<file path="config.mk">
export PLATFORM = sky130hd
export DESIGN_NAME = bfx_unit
export DESIGN_NICKNAME = d
export VERILOG_FILES = /design/src/rtl/bfx_pkg.sv /design/src/rtl/bfx_decode.sv /design/src/rtl/bfx_regfile.sv /design/src/rtl/bfx_field.sv /design/src/rtl/bfx_unit.sv
export SDC_FILE = /design/constraint.sdc
export NUM_CORES = 1
export LEC_CHECK = 0
export BUFFER_PORTS_ARGS = -buffer_cell sky130_fd_sc_hd__buf_2
export CAP_MARGIN = 20
export CORE_ASPECT_RATIO = 1.75
export CORE_UTILIZATION = 58
export DETAILED_ROUTE_END_ITERATION = 8
export GPL_TIMING_DRIVEN = 0
export PLACE_DENSITY = 0.75
export SETUP_SLACK_MARGIN = 0.2
export SYNTH_ARGS = -nofsm -noshare
export SYNTH_HDL_FRONTEND = slang
export SYNTH_SLANG_ARGS = --single-unit
</file>
<file path="constraint.sdc">
create_clock -name clk -period 12.7 [get_ports clk]
set_clock_uncertainty 0.15 [all_clocks]
set_input_delay 1.27 -clock clk [delete_from_list [all_inputs] [get_ports clk]]
set_output_delay 1.27 -clock clk [all_outputs]
set_load 0.05 [all_outputs]
</file>
<file path="src/rtl/bfx_pkg.sv">
package bfx_pkg;
  localparam int unsigned INSTR_W = 16;
  localparam int unsigned FIELD_W = 4;

  typedef enum logic [3:0] {
    OP_EXT_HALF   = 4'b0100,
    OP_EXT_BYTE   = 4'b0101,
    OP_INS_HALF   = 4'b0110,
    OP_INS_BYTE   = 4'b0111
  } bfx_op_e;

  typedef struct packed {
    logic legal;     // one of the four supported opcodes
    logic insert;    // insert (1) or extract (0)
    logic byte_mode; // byte (1) or halfword (0)
  } bfx_ctl_t;

  typedef struct packed {
    logic n;
    logic z;
    logic v;
    logic c;
  } bfx_flags_t;
endpackage

</file>
<file path="src/rtl/bfx_decode.sv">
module bfx_decode
  import bfx_pkg::*;
(
  input  logic [3:0] op,
  output bfx_ctl_t   ctl
);
  always_comb begin
    ctl.legal     = (op[3:2] == 2'b01);
    ctl.insert    = op[1];
    ctl.byte_mode = op[0];
  end
endmodule

</file>
<file path="src/rtl/bfx_regfile.sv">
module bfx_regfile #(
  parameter int unsigned XLEN = 32,
  parameter int unsigned NREG = 16,
  parameter int unsigned IW   = 2,
  localparam int unsigned AW  = $clog2(NREG)
) (
  input  logic            clk,
  input  logic            rst,
  input  logic            we,
  input  logic [AW-1:0]   wa,
  input  logic [XLEN-1:0] wd,
  input  logic [AW-1:0]   ra_src,
  input  logic [AW-1:0]   ra_idx,
  input  logic [AW-1:0]   ra_dst,
  output logic [XLEN-1:0] rd_src,
  output logic [IW-1:0]   rd_idx,
  output logic [XLEN-1:0] rd_dst,
  input  logic [AW-1:0]   ra_dbg,
  output logic [XLEN-1:0] rd_dbg
);
  logic [XLEN-1:0] mem [NREG];

  // Single write port with no reset, so the array maps onto distributed RAM
  always_ff @(posedge clk) begin
    if (we && (wa != '0)) mem[wa] <= wd;
  end

  always_comb begin
    rd_src = (ra_src == '0) ? '0 : mem[ra_src];
    rd_idx = (ra_idx == '0) ? '0 : mem[ra_idx][IW-1:0];
    rd_dst = (ra_dst == '0) ? '0 : mem[ra_dst];
  end

  // Registered observation port; returns the contents before this edge's write
  always_ff @(posedge clk) begin
    if (rst)                 rd_dbg <= '0;
    else if (ra_dbg == '0)   rd_dbg <= '0;
    else                     rd_dbg <= mem[ra_dbg];
  end
endmodule

</file>
<file path="src/rtl/bfx_field.sv">
module bfx_field #(
  parameter int unsigned XLEN = 32,
  localparam int unsigned NLANE = XLEN / 8,
  localparam int unsigned NHALF = NLANE / 2,
  localparam int unsigned IW    = $clog2(NLANE)
) (
  input  logic            insert,
  input  logic            byte_mode,
  input  logic [XLEN-1:0] src,
  input  logic [XLEN-1:0] dst,
  input  logic [IW-1:0]   idx,
  output logic [XLEN-1:0] result,
  output logic            field_zero
);
  logic [XLEN-1:0] ins_val;
  logic [7:0]      ext_byte;
  logic [15:0]     ext_half;
  logic [IW-2:0]   half_sel;

  assign half_sel = idx[IW-1:1];

  // Insert: each byte lane either keeps dst or takes a source byte
  for (genvar g = 0; g < NLANE; g++) begin : g_lane
    logic hit_b, hit_h;
    assign hit_b = (idx == IW'(g));
    assign hit_h = (half_sel == (IW-1)'(g / 2));
    always_comb begin
      if (byte_mode && hit_b)       ins_val[g*8 +: 8] = src[7:0];
      else if (!byte_mode && hit_h) ins_val[g*8 +: 8] = src[(g % 2)*8 +: 8];
      else                          ins_val[g*8 +: 8] = dst[g*8 +: 8];
    end
  end

  // Extract: select one lane or half-lane pair
  always_comb begin
    ext_byte = '0;
    ext_half = '0;
    for (int i = 0; i < NLANE; i++)
      if (idx == IW'(i)) ext_byte = src[i*8 +: 8];
    for (int j = 0; j < NHALF; j++)
      if (half_sel == (IW-1)'(j)) ext_half = src[j*16 +: 16];
  end

  always_comb begin
    if (insert) begin
      result     = ins_val;
      field_zero = 1'b0;
    end else if (byte_mode) begin
      result     = {{(XLEN-8){1'b0}}, ext_byte};
      field_zero = (ext_byte == '0);
    end else begin
      result     = {{(XLEN-16){1'b0}}, ext_half};
      field_zero = (ext_half == '0);
    end
  end
endmodule

</file>
<file path="src/rtl/bfx_unit.sv">
module bfx_unit
  import bfx_pkg::*;
#(
  parameter int unsigned XLEN = 32,
  parameter int unsigned NREG = 16,
  localparam int unsigned AW  = $clog2(NREG),
  localparam int unsigned IW  = $clog2(XLEN / 8)
) (
  input  logic                clk,
  input  logic                rst,
  input  logic                instr_valid,
  input  logic [INSTR_W-1:0]  instr,
  input  logic                dbg_we,
  input  logic [AW-1:0]       dbg_waddr,
  input  logic [XLEN-1:0]     dbg_wdata,
  input  logic [AW-1:0]       dbg_raddr,
  output logic [XLEN-1:0]     dbg_rdata,
  output logic [3:0]          flags,
  output logic                illegal_o,
  output logic                unsupported_o
);
  logic [AW-1:0]   f_s1, f_x, f_dst;
  logic [3:0]      f_op;
  bfx_ctl_t        ctl;
  logic [XLEN-1:0] src_val, dst_val, res;
  logic [IW-1:0]   idx_val;
  logic            fzero;
  logic            exec_ok, bad_dst, exec_we;
  logic            rf_we;
  logic [AW-1:0]   rf_wa;
  logic [XLEN-1:0] rf_wd;
  bfx_flags_t      flg_q;

  assign f_s1  = instr[15:12];
  assign f_x   = instr[11:8];
  assign f_op  = instr[7:4];
  assign f_dst = instr[3:0];

  bfx_decode u_dec (.op(f_op), .ctl(ctl));

  bfx_regfile #(.XLEN(XLEN), .NREG(NREG), .IW(IW)) u_rf (
    .clk(clk), .rst(rst),
    .we(rf_we), .wa(rf_wa), .wd(rf_wd),
    .ra_src(f_s1), .ra_idx(f_x), .ra_dst(f_dst),
    .rd_src(src_val), .rd_idx(idx_val), .rd_dst(dst_val),
    .ra_dbg(dbg_raddr), .rd_dbg(dbg_rdata)
  );

  bfx_field #(.XLEN(XLEN)) u_fld (
    .insert(ctl.insert), .byte_mode(ctl.byte_mode),
    .src(src_val), .dst(dst_val), .idx(idx_val),
    .result(res), .field_zero(fzero)
  );

  always_comb begin
    exec_ok = instr_valid && ctl.legal;
    bad_dst = exec_ok && ctl.insert && (f_dst == '0);
    exec_we = exec_ok && (f_dst != '0);
    rf_we   = dbg_we || exec_we;
    rf_wa   = dbg_we ? dbg_waddr : f_dst;
    rf_wd   = dbg_we ? dbg_wdata : res;
  end

  always_ff @(posedge clk) begin
    if (rst) begin
      flg_q         <= '0;
      illegal_o     <= 1'b0;
      unsupported_o <= 1'b0;
    end else begin
      illegal_o     <= bad_dst;
      unsupported_o <= instr_valid && !ctl.legal;
      if (exec_ok && !ctl.insert) begin
        flg_q.n <= 1'b0;
        flg_q.z <= fzero;
        flg_q.v <= 1'b0;
        flg_q.c <= 1'b0;
      end
    end
  end

  assign flags = flg_q;
endmodule

</file>
# Yosys cells after proc, flatten, opt, wreduce, memory -nomap -nowiden
# Memories as Yosys holds them, arrays and structs flattened. A register that Yosys moved wholly into a read port is not among the register bits.
# Cells that the tools add are included.
# word_totals
elab_cells,60
n_memories,1
reg_bits,3
ramBits,512
# mem_list
memory,depth,width,read_ports,rd_ports_with_merged_regs,wr,line_no,text
u_rf.mem,16,32,4,1,1,bfx_regfile.sv:21,logic [XLEN-1:0] mem [NREG];
# classes
n_eq_ne,4
bitwise,1
mux,24
reduce_logical,27
# op_table
operator,n
32-bit two-way mux,4
8-bit two-way mux,12
16-bit two-way mux,2
16-bit zero test,1
4-bit zero test,4
1-bit logical AND,13
8-bit zero test,1
4-bit nonzero test,2
2-bit by 1-bit == test with 1-bit output (second input constant),2
2-bit == test (second input constant),2
1-bit two-way mux,4
4-bit two-way mux,1
1-bit zero test,3
2-bit zero test,1
2-bit two-way mux,1
2-bit OR reduction,1
1-bit logical OR,1
1-bit inverter,1

# Depth between registers and ports, before layout
# Gate-level depths: netlist (run 1).
# depth
ltp_word,10
mapped_depth,13
depth_no_buf,8

# By module
# Synthesis (run 1) repeated with hierarchy kept, for this count alone.
# hier_totals
cells_unflattened,1823
hier_area_um2,28916.5
# modules_own_cells
module,n_inst,area_each_um2,cells_each
bfx_regfile,1,26768.2,1567
bfx_field,1,1367.6,196
bfx_unit,1,752.0,57
bfx_decode,1,28.8,3

# Worst setup path after synthesis (run 1)
# No wires, ideal clock.
# synth_timing
kind,in2reg
from,input port instr[0]
to,memory u_rf.mem[1][0] (enable)
path_buffers,6
t_arrival_ns,4.556
cell_stages,9
setup_time_ns,0.421
setup_slack_ns,7.573
path_cell_list,buf_2 > buf_4 > buf_4 > buf_2 > clkbuf_1 > buf_2 > nand3_1 > o32a_1 > nor2_1
# synth_via
elab_chain_cells,6
word_cells_on_any_way,8
# synth_rtl
element,line_no,text
"start, declared",bfx_unit.sv:12,"input logic [INSTR_W-1:0] instr,"
4-bit nonzero test,bfx_unit.sv:58,exec_we = exec_ok && (f_dst != '0);
1-bit logical AND,bfx_unit.sv:58,
1-bit logical OR,bfx_unit.sv:59,rf_we = dbg_we || exec_we;
1-bit logical AND,bfx_regfile.sv:25,if (we && (wa != '0)) mem[wa] <= wd;
1-bit two-way mux,bfx_regfile.sv:25,
1-bit two-way mux (implied by the code),bfx_regfile.sv:25,
"end, declared",bfx_regfile.sv:21,
# Several ways; a longest one is shown, not always the timed one.

# Worst setup path after layout (run 1)
# layout_timing
from,input port instr[1]
to,memory u_rf.mem[14][2] (enable)
# The elaborated chain is that of the path after synthesis.

==> impl_metrics.ini, run 1 <==
[cts]
h-tree-depth = 2
cts_inserted_buffers = 50
clk_pin_slew_ns = 0.07
insertion_delay_ns = 0.62
postCtsHoldBufs = 0
cts_tree = yes
clockBufferDepth = 3
clockRootBuffer = clkbuf_16
ctsResizeCount = 0
post_cts_buffers = 0
numClockSinks = 547

[grt]
track_usage_pct = 49.0
grt_max_degree = 19
busiest_layer = met2
use_met2_pct = 74.8
grt.overflow.total = 0
grt_pass1_vias = 21900
grt_pass1_wl_um = 170000
antenna_found_initial = 7
gr-usage-met1_pct = 54.7
grt_use_met3_pct = 15.2

[logic_synthesis]
ys_seq_elements = 547
synthCells = 1698
syn_area_mm2 = 0.0299
ys_types = 69
synth.area.top_cells = edfxtp_1 51%, mux4_2 30%, dfxtp_1 2.3%
synth_area_per_cell_um2 = 17.6
ys_seq_area_share_pct = 53.8
synth_edf_count = 512
yosysWarnings = 0
synth.cells.most_frequent = 512 x edfxtp_1, 394 x mux4_2, 81 x nand2_1, 70 x clkbuf_1, 58 x mux2i_1
yosysMostFrequentCell = edfxtp_1
synth_top_area_share_pct = 51.5
yosys.area.top_type = edfxtp_1
synthFlopType = edfxtp_1
async_flop_share_pct = 0

[critical_path]
startpoint_type = input pin
cp.required_ns = 12.86
worstReg2RegStart = u_rf.mem[11][1]
cp-end-kind = register
timing.rr.end = u_rf.mem[5][25]
r2r_cells = 10
crit_path_max_fanout = 18
arrival_ns = 6.32
reg2reg_slack_ns = 8.05
crit_type = in2reg

[route]
drt-initial-drc-count = 3996
ant_nets = 0
drc = 0
drt-total-wl_um = 125000
post_drt_wl_per_cell_um = 47.2
dr_total_vias = 21900
via_per_inst = 8.25
first_pass_iters = 8

[placed_design]
placed_cell_area_mm2 = 0.0326
gp_congestion = 1.03
portBuffers = 79
dp_hpwl_um = 88700

[die]
placementRows = 109
die_w_um = 174
dieArea_mm2 = 0.0524
start_util_pct = 58.9
ios = 98
die_height_um = 302
coreArea_mm2 = 0.0507

[power]
power_frac_clock_pct = 36.2
vdd_ir_drop_max_v = 0.000122
power_leakage_nw = 11.5
sw_frac_of_total_pct = 27.4
powerDensity_mw_per_mm2 = 130
p_sw_mw = 1.22
internal_power_mw = 3.24
comb_power_share_pct = 17.3
seqPwrFrac_pct = 46.5

[worst_hold_path]
min_delay_path_depth = 3
min_to = flags[2]
worstHoldPathType = reg2reg
min_from = flags[2]

[outcome]
outcome = completed

[cells_and_area]
layout-drive-gt1-share_pct = 38.0
fillers = 3402
multi_input_area_mm2 = 0.0132
seqCellArea_mm2 = 0.0161
nets = 2002
syn2layout_area_growth_pct = 15.1
finalInstanceArea_mm2 = 0.0344

[timing]
period_share_pct = 48.6
worstMarginPinSlew_ns = 1.35
fmax_mhz = 162
rsz0062_at_grt = false
hold_viol_final = 0
period_needed_ns = 6.17
slew_headroom_pct = 9.78
setup_viol = 0
setup_tns_ns = 0
drv_slew = 0

[flow_run]
max_cap_violations = 0
-- power by group through the flow --
stage               combinational (mW)  sequential [mW]  clock, mW
global route                     0.775             2.08       1.66
floorplan                        0.400             2.14          0
detailed placement               0.732             2.11          0
global placement                 0.686             2.11          0
finish                           0.773             2.07       1.61
CTS                              0.736             2.07       1.60
-- cell families after synthesis --
family                 Yosys count  share of synthesized area (%)
AOI/OAI and AO/OA              237                           5.87
buffers and inverters          178                           2.82
DFF                            547                           53.8
muxes                          492                           33.4
other                            1                         0.0126
and+or+nand+nor                243                           4.04
-- area by class of cell --
class,count,area share (%)
Tap cell,666,2.42
Clock buffer,66,4.12
Clock inverter,28,0.866
Inverter,21,0.229
Sequential cell,547,46.8
Timing Repair Buffer,158,4.96
Buffer,157,2.25
Multi-Input combinational cell,1007,38.4
Antenna cell,2,0.0146
-- registers in the layout, indices dropped and copies added (netlist names) --
signal / flops
u_rf.rd_dbg: 32
unsupported_o: 1
u_rf.mem: 512
flags: 1
illegal_o: 1
-- per-stage QoR --
stage / cells / power (mW) / hold WS, ns / util, % / worst slack [ns]
3_5_place_dp: 2550 / 2.84 / 0.478 / 64.2 / 6.26
4_1_cts: 2644 / 4.41 / 0.489 / 67.6 / 6.88
2_1_floorplan: 1732 / 2.54 / 0.646 / - / 7.57
5_1_grt: 2650 / 4.51 / 0.542 / 67.7 / 6.59
6_report: 2652 / 4.46 / 0.500 / 67.7 / 6.53
3_3_place_gp: 2477 / 2.80 / 0.485 / 61.5 / 2.92
-- critical path: stages --
cell and delay, ns:
buf_2 0.33, buf_1 0.47, buf_16 0.23, buf_1 0.47, buf_8 0.25, clkbuf_1 0.91, nor2_1 0.24, o41ai_1 0.59
nand2_1 0.39, nor2_4 0.82, buf_12 0.28
-- worst max path at each step --
stage                   from          endpoint  slack, ns
finish              instr[1]   u_rf.mem[14][2]       6.53
global route        instr[1]   u_rf.mem[14][2]       6.59
CTS                 instr[1]   u_rf.mem[14][7]       6.88
detailed placement  instr[1]  u_rf.mem[14][17]       6.26
global placement    instr[1]    u_rf.mem[4][2]       2.92
floorplan           instr[0]    u_rf.mem[1][0]       7.57
-- routing by layer --
| layer | share of wire, % | up-vias | wire (µm) |
|---|---|---|---|
| li1 | - | 7783 | - |
| met1 | 29 | 11000 | 36700 |
| met2 | 45 | 2335 | 56700 |
| met3 | 13 | 781 | 16800 |
| met4 | 12 | 10 | 15000 |
| met5 | 0.050 | - | 63 |
-- cells in the final DEF, fill, tap and decap left out, types with 8 or more instances in the layout --
master     synthesis  layout
a21oi_1           29      29
a221o_1           18      18
a221oi_1          19      19
a22o_1            14      14
a22oi_1           18      18
buf_1             32      27
buf_12             2      12
buf_16             0      21
buf_2             33     127
buf_4             13      24
buf_6              7       9
buf_8              0      25
clkbuf_1          70      77
clkbuf_16          0      53
clkinv_1           1       9
clkinv_2           0       9
conb_1             1      35
dfxtp_1           35      35
edfxtp_1         512     512
inv_1             20      20
mux2_2            35      35
mux2i_1           58      58
mux4_2           394     394
nand2_1           81      81
nand2b_1          18      18
nand3_1            9       9
nor2_1            48      33
nor2_4             0      15
nor2b_1           46      46
o2111ai_1         10      10
o211ai_1          15      15
o21ai_0           41      37
o21ai_1            4       8
o22ai_1           16      16
Power figures use the tool's default switching activity.
==> run 2: changes to the inputs <==
--- a/config.mk
+++ b/config.mk
@@ -5,6 +5,7 @@
 export SDC_FILE = /design/constraint.sdc
 export NUM_CORES = 1
 export LEC_CHECK = 0
+export ABC_AREA = 1
 export BUFFER_PORTS_ARGS = -buffer_cell sky130_fd_sc_hd__buf_2
 export CAP_MARGIN = 20
 export CORE_ASPECT_RATIO = 1.75
==> constraint.sdc (replaced) <==
create_clock -name clk -period 5.85 [get_ports clk]
set_clock_uncertainty 0.15 [all_clocks]
set_input_delay 0.585 -clock clk [delete_from_list [all_inputs] [get_ports clk]]
set_output_delay 0.585 -clock clk [all_outputs]
set_load 0.05 [all_outputs]
==> impl_metrics.ini, run 2 <==
[outcome]
outcome = aborted with a tool error
stop_stage = global routing
error = [ERROR GRT-0116] Global routing finished with congestion. Check the congestion regions in the DRC Viewer.

[die]
die_w_um = 181
die_height_um = 316
placementRows = 114
start_util_pct = 58.9
ios = 98

[grt]
grt.overflow.total = 1725
grt_pass1_vias = 42000
track_usage_pct = 89.1
grt_pass1_wl_um = 360000
grt_max_degree = 20

[placed_design]
dp_slack_ns = 0.443
gp_congestion = 1.40
dp_hpwl_um = 158000
portBuffers = 83

[cts]
clockRootBuffer = clkbuf_16
cts_inserted_buffers = 50
postCtsHoldBufs = 0
numClockSinks = 547
h-tree-depth = 2
post_cts_buffers = 0
clockBufferDepth = 3
ctsResizeCount = 0

[logic_synthesis]
ys_seq_elements = 547
syn_area_mm2 = 0.0326
synth-xor-area-share_pct = 0
ys_seq_area_share_pct = 49.3
yosysWarnings = 0
synth.cells.most_frequent = 859 x nand2_1, 583 x o21ai_0, 512 x edfxtp_1, 392 x a21oi_1, 357 x inv_1
yosysMostFrequentCell = nand2_1
yosys.area.top_type = edfxtp_1
async_flop_share_pct = 0
synthFlopType = edfxtp_1
synth.area.top_cells = edfxtp_1 47%, nand2_1 9.9%, o21ai_0 8.9%
synth-simple-area-share_pct = 19.1
synth_area_per_cell_um2 = 7.97
ys_types = 46
synth_top_area_share_pct = 47.2
synthCells = 4091
synthAdderAreaFrac_pct = 0
synthMuxAreaShare_pct = 0
synth_compound_area_share_pct = 22.9
synth_edf_count = 512
synth_top_family_by_area = compound AO/OA/AOI/OAI gates
[run 2: cell count changes after synthesis, moves of 315 or more]
cell,change
nand2_1,+778
inv_1,+337
mux4_2,-394
a21oi_1,+363
nand3_1,+315
o21ai_0,+542
[run 2: layer usage]
metal	overflow	GRT usage (%)
met2	913	101
met3	154	79.1
met1	132	87.5
met5	37	55.3
met4	489	90.8
[run 2: through the flow]
stage | utilization, % | hold slack, ns | area, µm² | instances
global placement | 61.5 | 0.349 | 34000 | 4904
floorplan | - | 0.489 | 32700 | 4125
detailed placement | 63.7 | 0.371 | 35200 | 4983
CTS | 66.9 | 0.0343 | 37000 | 5077
[run 2: logic make-up after synthesis]
logic type,Yosys count
compound gates,1323
buf+inv,706
flops,547
other cells,1
simple gates,1514
